**config.mk**
```make
export PLATFORM = sky130hd
export DESIGN_NAME = aocard_regs
export DESIGN_NICKNAME = d
export VERILOG_FILES = /design/src/rtl/aocard_regs.sv
export SDC_FILE = /design/constraint.sdc
export NUM_CORES = 1
export LEC_CHECK = 0
export BUFFER_PORTS_ARGS = -buffer_cell sky130_fd_sc_hd__buf_2
export CAP_MARGIN = 20
export CELL_PAD_IN_SITES_DETAIL_PLACEMENT = 1
export CELL_PAD_IN_SITES_GLOBAL_PLACEMENT = 2
export CORE_UTILIZATION = 23
export CTS_CLUSTER_DIAMETER = 30
export CTS_CLUSTER_SIZE = 20
export DETAILED_ROUTE_END_ITERATION = 12
export HOLD_SLACK_MARGIN = 0.06
export PLACE_DENSITY_LB_ADDON = 0.1
export SETUP_SLACK_MARGIN = 0.1
export SLEW_MARGIN = 20
export SYNTH_ARGS = -nofsm -noshare
export SYNTH_HDL_FRONTEND = slang
export SYNTH_SLANG_ARGS = --single-unit
```
**constraint.sdc**
```tcl
create_clock -name clk -period 2 [get_ports clk]
set_input_delay 0.1 -clock clk [delete_from_list [all_inputs] [get_ports clk]]
set_output_delay 0.1 -clock clk [all_outputs]
set_load 0.05 [all_outputs]
```
**src/rtl/aocard_regs.sv**
```systemverilog
module aocard_regs #(
  parameter int NCH = 10,
  parameter int DW  = 12
) (
  input  logic              clk,
  input  logic              rst_n,
  input  logic [4:0]        bus_addr,
  input  logic              bus_wr,
  input  logic              bus_rd,
  input  logic [15:0]       bus_wdata,
  output logic [15:0]       bus_rdata,
  input  logic [7:0]        dio_pin_in,
  output logic [7:0]        dio_out,
  output logic [7:0]        dio_oe,
  input  logic              fifo_half,
  input  logic              fifo_empty,
  input  logic              fifo_full,
  output logic              fifo_push,
  output logic              fifo_flush,
  input  logic              prom_sdo,
  input  logic              ev_tc,
  input  logic              ev_int1,
  input  logic              ev_int2,
  output logic              irq,
  output logic [15:0]       cfg1_q,
  output logic [15:0]       cfg2_q,
  output logic [15:0]       cfg3_q,
  output logic [NCH*DW-1:0] dac_data,
  output logic [NCH-1:0]    dac_load
);
  localparam int W_DIO = 0, W_CFG2 = 1, W_CFG3 = 2, W_CFG1 = 5, W_DAC = 6;

  wire [3:0] w    = bus_addr[4:1];
  wire       even = ~bus_addr[0];
  wire       grp2 = cfg1_q[7];
  wire       wr1  = bus_wr & even & ~grp2;
  wire       wr2  = bus_wr & even & grp2;

  wire clr_tc   = wr2 && w == 4'(W_DIO);
  wire clr_int1 = wr2 && w == 4'(W_CFG2);
  wire clr_int2 = wr2 && w == 4'(W_CFG3);

  logic tc_f, int1_f, int2_f;

  always_ff @(posedge clk) begin
    if (!rst_n) begin
      tc_f <= 1'b0; int1_f <= 1'b0; int2_f <= 1'b0;
      cfg1_q <= '0; cfg2_q <= '0; cfg3_q <= '0; dio_out <= '0;
    end else begin
      tc_f   <= ev_tc   | (tc_f   & ~clr_tc);
      int1_f <= ev_int1 | (int1_f & ~clr_int1);
      int2_f <= ev_int2 | (int2_f & ~clr_int2);
      if (bus_wr && even && w == 4'(W_CFG1)) cfg1_q <= bus_wdata;
      if (wr1 && w == 4'(W_CFG2)) cfg2_q <= bus_wdata;
      if (wr1 && w == 4'(W_CFG3)) cfg3_q <= bus_wdata;
      if (wr1 && w == 4'(W_DIO))  dio_out <= bus_wdata[7:0];
    end
  end

  assign dio_oe     = {{4{cfg3_q[3]}}, {4{cfg3_q[2]}}};
  assign fifo_push  = wr1 && w == 4'(W_DAC);
  assign fifo_flush = bus_rd && even && w == 4'(W_DAC);

  assign irq = (tc_f & cfg1_q[11])
             | (int1_f & (cfg1_q[12] | cfg1_q[14]))
             | (int2_f & (cfg1_q[13] | cfg1_q[15]));

  always_comb begin
    bus_rdata = '0;
    if (bus_rd && even) begin
      if (w == 4'(W_DIO))
        bus_rdata = {8'h00, dio_pin_in};
      else if (w == 4'(W_CFG1))
        bus_rdata = {9'b0, fifo_half, fifo_empty, fifo_full, int2_f, int1_f, tc_f, prom_sdo};
    end
  end

  for (genvar n = 0; n < NCH; n++) begin : g_dac
    wire hit = bus_wr && even && (int'(w) == W_DAC + n) && ((n != 0) || grp2);
    always_ff @(posedge clk) begin
      if (!rst_n) begin
        dac_data[n*DW +: DW] <= '0;
        dac_load[n]          <= 1'b0;
      end else begin
        dac_load[n] <= hit;
        if (hit) dac_data[n*DW +: DW] <= bus_wdata[DW-1:0];
      end
    end
  end
endmodule


```
==> results.md, run 1 <==
- Register area share after synthesis: 52.77%
- CTS tree: yes
- Routability congestion estimate: ~0.73
- Detail Placement HPWL: 17.59 mm
- Total wire length: ~25 mm
- Std-Cell Rows: 64
- Area post-placement: 8737 um^2
- CTS root buf: clkbuf_16
- Data arrival, critical path: 1950 ps
- Die height: 178.6 um
- Hold Path Class: in -> reg
- Fin crit share: 83.47%
- Pwr Density: 840.5 nW/um^2
- EDFF count, synth: 0
- GRT Overall Usage: 16.11%
- Main synth FF type: dfxtp_1
- Flops & latches, synth: roughly 190
- Horiz. Die Dim: ~180 um
- Worst EP required: 2280 ps
- Wire per inst: 19.01 um
- Total power: roughly 8 mW
- Relative slew margins: about two fifths
- Share of layout cells above drive strength 1: 33.23%
- Commonest non-fill, non-tap cell in the layout: buf_2
- Post-Synthesis Cells: 700
- Setup_tns: 0 ps
- Initial antenna violation count: 0
- Drt initial violations: 215
- Crit. End Element: flip-flop
- Clock Latency Late Sink: between 400 and 500 ps
- Post CTS Setup Buffer Count: 0
- Deepest level of the CTS H-tree: 4
- Maximum VDD drop: 515.2 uV
- Vias in the first global route: ~5,700
- Synthesized area: 7171 um^2
- Post-layout minimum cycle time: 1669 ps
- Status: completed
- Slowest cell delay on critical path: 710 ps
- Reg-to-Reg End: dac_data[7]
- Slew Limit Fails: 0
- R2r worst-path depth: 3
- Setup violators final: 0
- Async SR Flop Fraction: 0%
- Synth cell types: 30
- Static Leak: approximately 4.9 nW
- DRT Pass-1 Iters: 4
- Most frequent cells in the layout: buf_2, nand2_1, dfxtp_1, mux2i_1, buf_4
- CTS Sinks: approximately 190
- Warnings, synthesis: 0
- Reg2Reg Setup Slack: ~330 ps
- Hold EP: cfg1_q[10]
- Crit path max-delay family: simple AND/OR/NAND/NOR gates
- CP Launch Type: flip-flop
- Area Overhead vs Synth: 31.77%
- First-pass GRT wire length: 36.96 mm
- Top post-synthesis cells by area: dfxtp_1, mux2i_1, nand2_1
- Crit Path Class: reg -> reg
- Die footprint: 31,890 um^2
- Ant diodes: 0
- Share of the synthesized area in the top cell type: 52.77%
- TritonCTS Buffers: 17
- Achievable Freq: 599.0 MHz
- Grt total ovfl: 0
- Hold Vio Cnt, Final: 0
- Slew @ Worst Pin: between 900 and 1000 ps
- Clock transition at the registers of the reported paths: 80 ps
- CP Buf/Inv Count: 1
- Crit-path cells: inv_1, or3_1, mux2i_1
- CP max stage cell: or3_1
- Post-Syn Area per Cell: 10.24 um^2
- Remaining antenna violation count: 0
- Critical-path maximum fanout: 13
- Top Ports: 253
- Core ar.: between 30,000 and 40,000 um^2
- Launch point of the worst reg-to-reg path: cfg1_q[7]
- Unrepaired setup endpoints after global routing: no
- Max cap viols: 0
- WHS Path Cells: 4
- CTS Buffer Depth: 2
- Area leader, netlist: dfxtp_1
- Hold Startpoint: bus_wdata[10]
- IO Port Bufs: 244
- Fin area: 9449 um^2
- DRC viols: 0
- Vias: approximately 5,700
- Initial Utilization: 23.38%
- NumNets Final: 972
- CTS resizes: 0
- Pin count of the biggest net entering global routing: 58
- Skew final: 24.79 ps
- Via density: 4.237
==> cells by family (layout without fill, tap and decap cells) <==
| kind of cell | Yosys count | after routing | synth area share, % |
|---|---|---|---|
| AOI/OAI and AO/OA | 15 | 15 | 1.448 |
| DFF | 189 | 189 | 52.77 |
| buffers and inverters | 78 | 316 | 5.933 |
| muxes | 176 | 176 | 24.57 |
| and+or+nand+nor | 241 | 241 | 15.23 |
| other | 1 | 8 | 0.05230 |
==> cells in the mapped netlist (4+ instances only) <==
master	instances
o21ai_0	5
buf_2	10
inv_1	6
nand2_1	194
buf_6	4
dfxtp_1	189
nor2_1	15
clkbuf_1	33
nand2_2	4
a22oi_1	7
mux2i_1	176
buf_4	24
==> final cells by class <==
class | count | area [um^2]
Sequential cell | 189 | 3784
Multi-Input combinational cell | 440 | 2990
Clock inverter | 14 | 172.7
Clock buffer | 18 | 439.2
Tap cell | 396 | 495.5
Inverter | 6 | 22.52
Timing Repair Buffer | 278 | 1545
Fill cell | 3560 | 21220
==> sequential cells by signal (all words and copies together) (netlist names) <==
name / flops
dac_load: 10
int1_f: 1
cfg2_q: 16
tc_f: 1
dio_out: 8
cfg3_q: 16
cfg1_q: 16
int2_f: 1
dac_data: 120
==> metrics by stage <==
stage / worst slack [ps] / hold WS, ps / util [%] / instances
2_1_floorplan: 205.3 / 268.7 / - / 707
3_3_place_gp: 352.5 / 407.3 / 28.49 / 1299
3_5_place_dp: 326.2 / 403.8 / 28.49 / 1299
4_1_cts: 311.0 / 145.9 / 30.81 / 1341
5_1_grt: 247.4 / 166.4 / 30.81 / 1341
6_report: 330.6 / 139.6 / 30.81 / 1341
==> metal layers <==
layer  part of all wire, %  global-route usage, %  up-vias
met3                   6.6                  5.392       13
met2                    46                  26.00      163
met1                    46                  20.39     2750
li1                      -                      -     2756
met4                  0.68                  4.237        0
met5                     0                      0        -
==> tightest hold or removal path, stage by stage <==
cell     delay, ps
buf_2           80
nand2_1         40
buf_4          210
mux2i_1        130
==> what timing repair did <==
item,in CTS,in global routing
endpoints found under the hold margin,39,0
hold buffers,10,0
setup endpoints to repair,0,0
==> power breakdown <==
part           leakage (nW)  total [mW]  switching (mW)  internal (mW)
registers              1.52        3.81          0.0178           3.79
logic                  3.07       0.538           0.398          0.140
clock network         0.294        3.60            1.67           1.92
==> how the worst max path moves through the flow <==
stage                     slack, ps     endpoint   startpoint  cells after the start
after floorplan                 210    fifo_push    cfg1_q[7]                      1
after global placement          350  dac_data[7]  bus_addr[4]                      4
after detailed placement        330  dac_data[7]  bus_addr[4]                      4
after CTS                       310  dac_data[7]    cfg1_q[7]                      3
after global routing            250  dac_data[7]    cfg1_q[7]                      3
final                           330  dac_data[7]    cfg1_q[7]                      3
Note: power is estimated with default switching activity, not from simulation.
==> run 2, diff against run 1 <==
--- a/config.mk
+++ b/config.mk
@@ -5,6 +5,7 @@
 export SDC_FILE = /design/constraint.sdc
 export NUM_CORES = 1
 export LEC_CHECK = 0
+export ABC_AREA = 1
 export BUFFER_PORTS_ARGS = -buffer_cell sky130_fd_sc_hd__buf_2
 export CAP_MARGIN = 20
 export CELL_PAD_IN_SITES_DETAIL_PLACEMENT = 1
==> constraint.sdc (replaced) <==
create_clock -name clk -period 1.59 [get_ports clk]
set_input_delay 0.0795 -clock clk [delete_from_list [all_inputs] [get_ports clk]]
set_output_delay 0.0795 -clock clk [all_outputs]
set_load 0.05 [all_outputs]
==> run 2 against run 1 <==
Effect of this change:
- worst hold slack worse by 62 ps
- register-to-register slack worse by 20 ps
- die area up 3.9%
- synthesized area up 3.9%
- sequential power up 26%
- clock power up 27%
- routed wire length up 19%
- core utilization up 0.95 points
- cell area up 6.6%
- first-iteration DRC count up 69%
==> results.md, run 2 <==
- Status: completed
- Clock Latency Late Sink: 440 ps (-20 ps)
- Post-layout minimum cycle time: 1390 ps
- Unrepaired setup endpoints after global routing: yes
- Synth cell types: 20 (-33%)
- Total wire length: 30.27 mm (+19%)
- CTS Buffer Depth: 2 (unchanged)
- CP Launch Type: flip-flop
- Hold slack: 77.47 ps (-62.09 ps)
- Final setup margin: 199.5 ps (-131.1 ps)
- Grt total ovfl: 0 (unchanged)
- Synthesized area: 7452 um^2 (+3.9%)
- Largest register FFs: 120 (unchanged)
- DP Cell Count: 1,649 (+27%)
- Slowest cell delay on critical path: 360 ps (-350 ps)
- IO Port Bufs: 244 (unchanged)
- Ant diodes: 0 (unchanged)
- Layout Cells excl Fill: 1,701 (+27%)
- Most frequent cells in the layout: nand2_1, buf_2, nor2_1, dfxtp_1, nand3_1
- CTS root buf: clkbuf_16
- CP Buf/Inv Count: 2 (+1)
- Register area share after synthesis: 50.77% (-2.0 points)
- Top post-synthesis cells by area: dfxtp_1, nand2_1, nor2_1
- Wire per inst: 17.80 um (-6.4%)
- First-pass GRT wire length: 46.02 mm (+24%)
- Vias in the first global route: 7,522 (+32%)
- Area leader, netlist: dfxtp_1
- Area Overhead vs Synth: 35.16%
- Core ar.: 31,720 um^2 (+3.4%)
- Remaining antenna violation count: 0 (unchanged)
- Crit path max-delay family: flip-flops
- Achievable Freq: 719.2 MHz
- Top-count cell post-synth: nand2_1
- Setup_tns: 0 ps (unchanged)
- Commonest cells post-synth: nand2_1, nor2_1, dfxtp_1, nand3_1, a21oi_1
- Pin count of the biggest net entering global routing: 91 (+57%)
- Deepest level of the CTS H-tree: 4 (unchanged)
- Horiz. Die Dim: 182 um (+1.9%)
- Crit-path cells: inv_1, nand2_4, nor2_4, buf_12
- Share of the synthesized area in the top cell type: 50.77% (-2.0 points)
- Warnings, synthesis: 0 (unchanged)
- Crit. End Element: output port
- Drt initial violations: 364 (+69%)
- Share of layout cells above drive strength 1: 27.02% (-6.2 points)
- Fillers: 3,956 (+11%)
- Initial antenna violation count: 2 (+2)
- CP max stage cell: dfxtp_2
- NumNets Final: 1,326 (+36%)
- GRT Overall Usage: 18.49% (+2.4 points)
- Initial Utilization: 23.50% (+0.11 points)
- Slew Limit Fails: 0 (unchanged)
- Detail Placement HPWL: 20.72 mm (+18%)
- Routability congestion estimate: 0.7283 (+0.14%)
- CTS tree: yes
- Die height: 182 um (+1.9%)
- Post-Synthesis Cells: 1,033 (+48%)
- Data arrival, critical path: 1310 ps (-640 ps)
- Commonest non-fill, non-tap cell in the layout: nand2_1
- Flops & latches, synth: 189 (unchanged)
- Critical-path maximum fanout: 5 (-8)
- Die footprint: 33,120 um^2 (+3.9%)
- Worst EP required: 1510 ps (-770 ps)
- Vias: 7,435 (+31%)
- CTS Sinks: 189 (unchanged)
- Post-place setup slack: 58.99 ps (-267.2 ps)
- Skew final: 11.53 ps (-13.26 ps)
- Slew @ Worst Pin: 728.7 ps (-191.8 ps)
- Static Leak: 4.611 nW (-5.7%)
- Crit Path Class: reg -> out
- Hold Vio Cnt, Final: 0 (unchanged)
- Max cap viols: 0 (unchanged)
- DRT Pass-1 Iters: 5 (+1)
- Pwr Density: 1029 nW/um^2 (+22%)
- Relative slew margins: 51.37% (+13 points)
- EDFF count, synth: 0 (unchanged)
- TritonCTS Buffers: 17 (unchanged)
- Top Ports: 253 (unchanged)
- Via density: 4.371 (+3.2%)
- Async SR Flop Fraction: 0% (unchanged)
- Fin crit share: 87.45%
- Std-Cell Rows: 65 (+1.6%)
- Maximum VDD drop: 742.2 uV (+44%)
- Clock transition at the registers of the reported paths: 100 ps (+20 ps)
- Post-Syn Area per Cell: 7.214 um^2 (-30%)
- Setup violators final: 0 (unchanged)
- Biggest register: dac_data
- DRC viols: 0 (unchanged)
- Hold Path Class: in -> reg
- Main synth FF type: dfxtp_1
==> run 2: cell type report <==
type | count | area [um^2] | area share, %
repair buffers | 305 | 1844 | 18.31
clock inverters | 15 | 200.2 | 1.988
flip-flops and latches | 189 | 3785 | 37.58
clock buffers | 17 | 425.4 | 4.224
inverters | 34 | 131.4 | 1.304
well taps | 402 | 503.0 | 4.994
multi-input cells | 739 | 3183 | 31.60
==> run 2: kinds of logic after synthesis <==
kind of cell    Yosys count  share of synthesized area (%)
simple gates            654                          36.52
flops                   189                          50.77
buf+inv                 112                          7.488
compound gates           77                          5.171
other cells               1                        0.05032
==> run 2: tightest hold or removal path, cell delays in order <==
cell     delay, ps
buf_2          110
buf_4          160
nand3_1         80
a21oi_1         60
==> run 2: stage by stage <==
step / power, mW / cell area [um^2] / utilization, %
CTS: 10.55 / 10050 / 31.67
finish: 10.37 / 10070 / 31.76
detailed placement: 5.887 / 9230 / 29.10
floorplan: 5.514 / 7506 / -
global route: 10.82 / 10070 / 31.76
global placement: 5.886 / 9230 / 29.10
==> run 2: worst paths after layout <==
check / startpoint / to / slack, ps / depth (start not counted)
worst min register to register: dac_data[79] / dac_data[79] / 470 / 2
worst min-delay path: bus_wdata[2] / dac_data[26] / 80 / 4
worst max register to register: cfg1_q[7] / dac_data[0] / 310 / 6
worst max-delay path: cfg1_q[7] / fifo_push / 200 / 4
==> run 2: what timing repair did <==
item | CTS | global route
setup endpoints to repair | 8 | 36
pin swaps | 1 | 1
endpoints found under the hold margin | 56 | 0
setup buffers | 1 | 1
gates cloned | 0 | 0
hold buffers | 18 | 0
resized for setup | 1 | 7
==> run 2: power breakdown <==
part	internal, mW	switching, mW	leakage [nW]
sequential	4.78	0.0313	1.53
clock	2.19	2.38	0.299
combinational	0.251	0.735	2.79
==> run 2: per-layer routing <==
layer | up-vias | track usage (%) | wire length (um)
met5 | - | 0 | 23
met4 | 4 | 4.034 | 257
met3 | 19 | 4.533 | 1574
met2 | 159 | 30.71 | 14360
met1 | 3507 | 24.09 | 14060
li1 | 3746 | - | -
==> run 3, diff against run 2 <==
--- a/config.mk
+++ b/config.mk
@@ -15,7 +15,7 @@
 export CTS_CLUSTER_SIZE = 20
 export DETAILED_ROUTE_END_ITERATION = 12
 export HOLD_SLACK_MARGIN = 0.06
-export PLACE_DENSITY_LB_ADDON = 0.1
+export PLACE_DENSITY = 0.73
 export SETUP_SLACK_MARGIN = 0.1
 export SLEW_MARGIN = 20
 export SYNTH_ARGS = -nofsm -noshare
==> run 3 against run 2 <==
Effect of this change:
- non-clock buffer count down 5
- clock power down 4.8%
- worst setup slack worse by 52 ps
- clock-buffer cell count up 2
- routed wire length down 3.1%
- worst hold slack better by 7.8 ps
- combinational power down 1%
- critical path depth unchanged
- sequential power about the same
- first-iteration DRC count down 3.0%
- register-to-register slack worse by 70 ps
- highest routed layer unchanged
==> results.md, run 3 (synthesized netlist as in run 2, its figures left out) <==
- Status: completed
- Deepest level of the CTS H-tree: 4 (unchanged)
- IO Port Bufs: 244 (unchanged)
- Critical-path maximum fanout: 5 (unchanged)
- Unrepaired setup endpoints after global routing: yes
- Remaining antenna violation count: 0 (unchanged)
- Drt initial violations: 353 (-3.0%)
- Register area: 3785 um^2 (unchanged)
- Hold slack: 85.24 ps (+7.771 ps)
- Share of layout cells above drive strength 1: 26.64% (-0.38 points)
- Vias in the first global route: 7,471 (-0.68%)
- Horiz. Die Dim: 182 um (unchanged)
- Layout Cells excl Fill: 1,699 (-0.12%)
- Via density: 4.383 (+0.28%)
- Crit Path Class: reg -> out
- Area Overhead vs Synth: 34.18%
- Initial antenna violation count: 3 (+1)
- Detail Placement HPWL: 19.88 mm (-4.1%)
- DRC viols: 0 (unchanged)
- CTS tree: yes
- TritonCTS Buffers: 17 (unchanged)
- Pin count of the biggest net entering global routing: 97 (+6.6%)
- Crit. End Element: output port
- Commonest non-fill, non-tap cell in the layout: nand2_1
- Top Ports: 253 (unchanged)
- Slew Limit Fails: 0 (unchanged)
- Slew @ Worst Pin: 644.2 ps (-84.54 ps)
- CTS Sinks: 189 (unchanged)
- Hold Vio Cnt, Final: 0 (unchanged)
- Clock transition at the registers of the reported paths: 80 ps (-20 ps)
- Wire per inst: 17.26 um (-3.0%)
- Setup violators final: 0 (unchanged)
- Hold Path Class: in -> reg
- Die height: 182 um (unchanged)
- Total wire length: 29.33 mm (-3.1%)
- Fin crit share: 90.73% (+3.3 points)
- CP Launch Type: flip-flop
- Maximum VDD drop: 719.1 uV (-3.1%)
- Biggest register: dac_data
- Worst EP required: 1510 ps (about the same)
- Routability congestion estimate: 0.7592 (+4.2%)
- Grt total ovfl: 0 (unchanged)
- Largest register FFs: 120 (unchanged)
- Std-Cell Rows: 65 (unchanged)
- Relative slew margins: 57.01% (+5.6 points)
- DP Cell Count: 1,643 (-0.36%)
- GRT Overall Usage: 17.92% (-0.57 points)
- Achievable Freq: 693.2 MHz (-3.6%)
- Total power: 10.14 mW (-2.2%)
- Core ar.: 31,720 um^2 (unchanged)
- NumNets Final: 1,322 (-0.30%)
- Data arrival, critical path: 1360 ps (+50 ps)
- Clock Latency Late Sink: 450 ps (about the same)
- First-pass GRT wire length: 44.54 mm (-3.2%)
- Most frequent cells in the layout: nand2_1, buf_2, nor2_1, dfxtp_1, nand3_1
- Pwr Density: 1014 nW/um^2 (-1.5%)
- Skew final: 10.93 ps (-0.6042 ps)
- DRT Pass-1 Iters: 4 (-1)
- Vias: 7,447 (+0.16%)
- Multi-input gate area: 3189 um^2 (+0.20%)
- CTS Buffer Depth: 2 (unchanged)
- CTS root buf: clkbuf_16
- Static Leak: 4.567 nW (-0.95%)
- Max cap viols: 0 (unchanged)
- Initial Utilization: 23.50% (unchanged)
- Post-layout minimum cycle time: 1443 ps (+52.12 ps)
- Fillers: 4,023 (+1.7%)
- Die footprint: 33,120 um^2 (unchanged)
- Reg2Reg Setup Slack: 240 ps (-70 ps)
run 3: timing repair:
action,CTS,global route
endpoints found under the setup margin,9,10
endpoints found under the hold margin,82,0
setup buffers,0,1
cloned,0,1
gates resized for setup,2,6
pin swaps,0,1
hold buffers,20,0
run 3: worst paths after layout:
path                                    from            to  cells past startpoint
worst min-delay path                  bus_wr   dac_load[0]                      3
worst max-delay path               cfg1_q[7]     fifo_push                      4
worst min register to register  dac_data[82]  dac_data[82]                      2
worst max register to register     cfg1_q[7]   dac_data[9]                      6
run 3: metrics by stage:
step,setup WS [ps],utilization (%),area (um^2),setup TNS [ps]
after floorplan,189.2,-,7506,0
after global placement,-0.9113,28.92,9173,-0.9113
after detailed placement,-26.04,28.92,9173,-172.0
after CTS,100.6,31.41,9962,0
after global routing,77.97,31.53,10000,0
final,147.4,31.53,10000,0
run 3: cell type report:
type	count	share of cell area, %
multi-input combinational	740	31.89
clock buffer	19	4.530
timing repair buffer	300	17.99
clock inverter	13	1.339
sequential	189	37.85
tap	402	5.030
inverter	34	1.314
antenna	2	0.05005
run 3: report_power, final:
part	switching, mW	internal (mW)	leakage (nW)
sequential	0.0320	4.78	1.53
combinational	0.728	0.246	2.76
clock	2.07	2.28	0.279
run 3: critical path, cell delays in order, from the launching register on:
cell and delay (ps):
dfxtp_2 370, inv_1 110, nand2_4 100, nor2_2 170, buf_12 160
run 3: layer usage:
layer	track usage (%)	vias up	wire length, um
met1	21.97	3496	13040
met2	29.72	188	13860
met3	5.836	29	1950
met4	5.378	2	461
li1	-	3732	-
met5	0	-	10
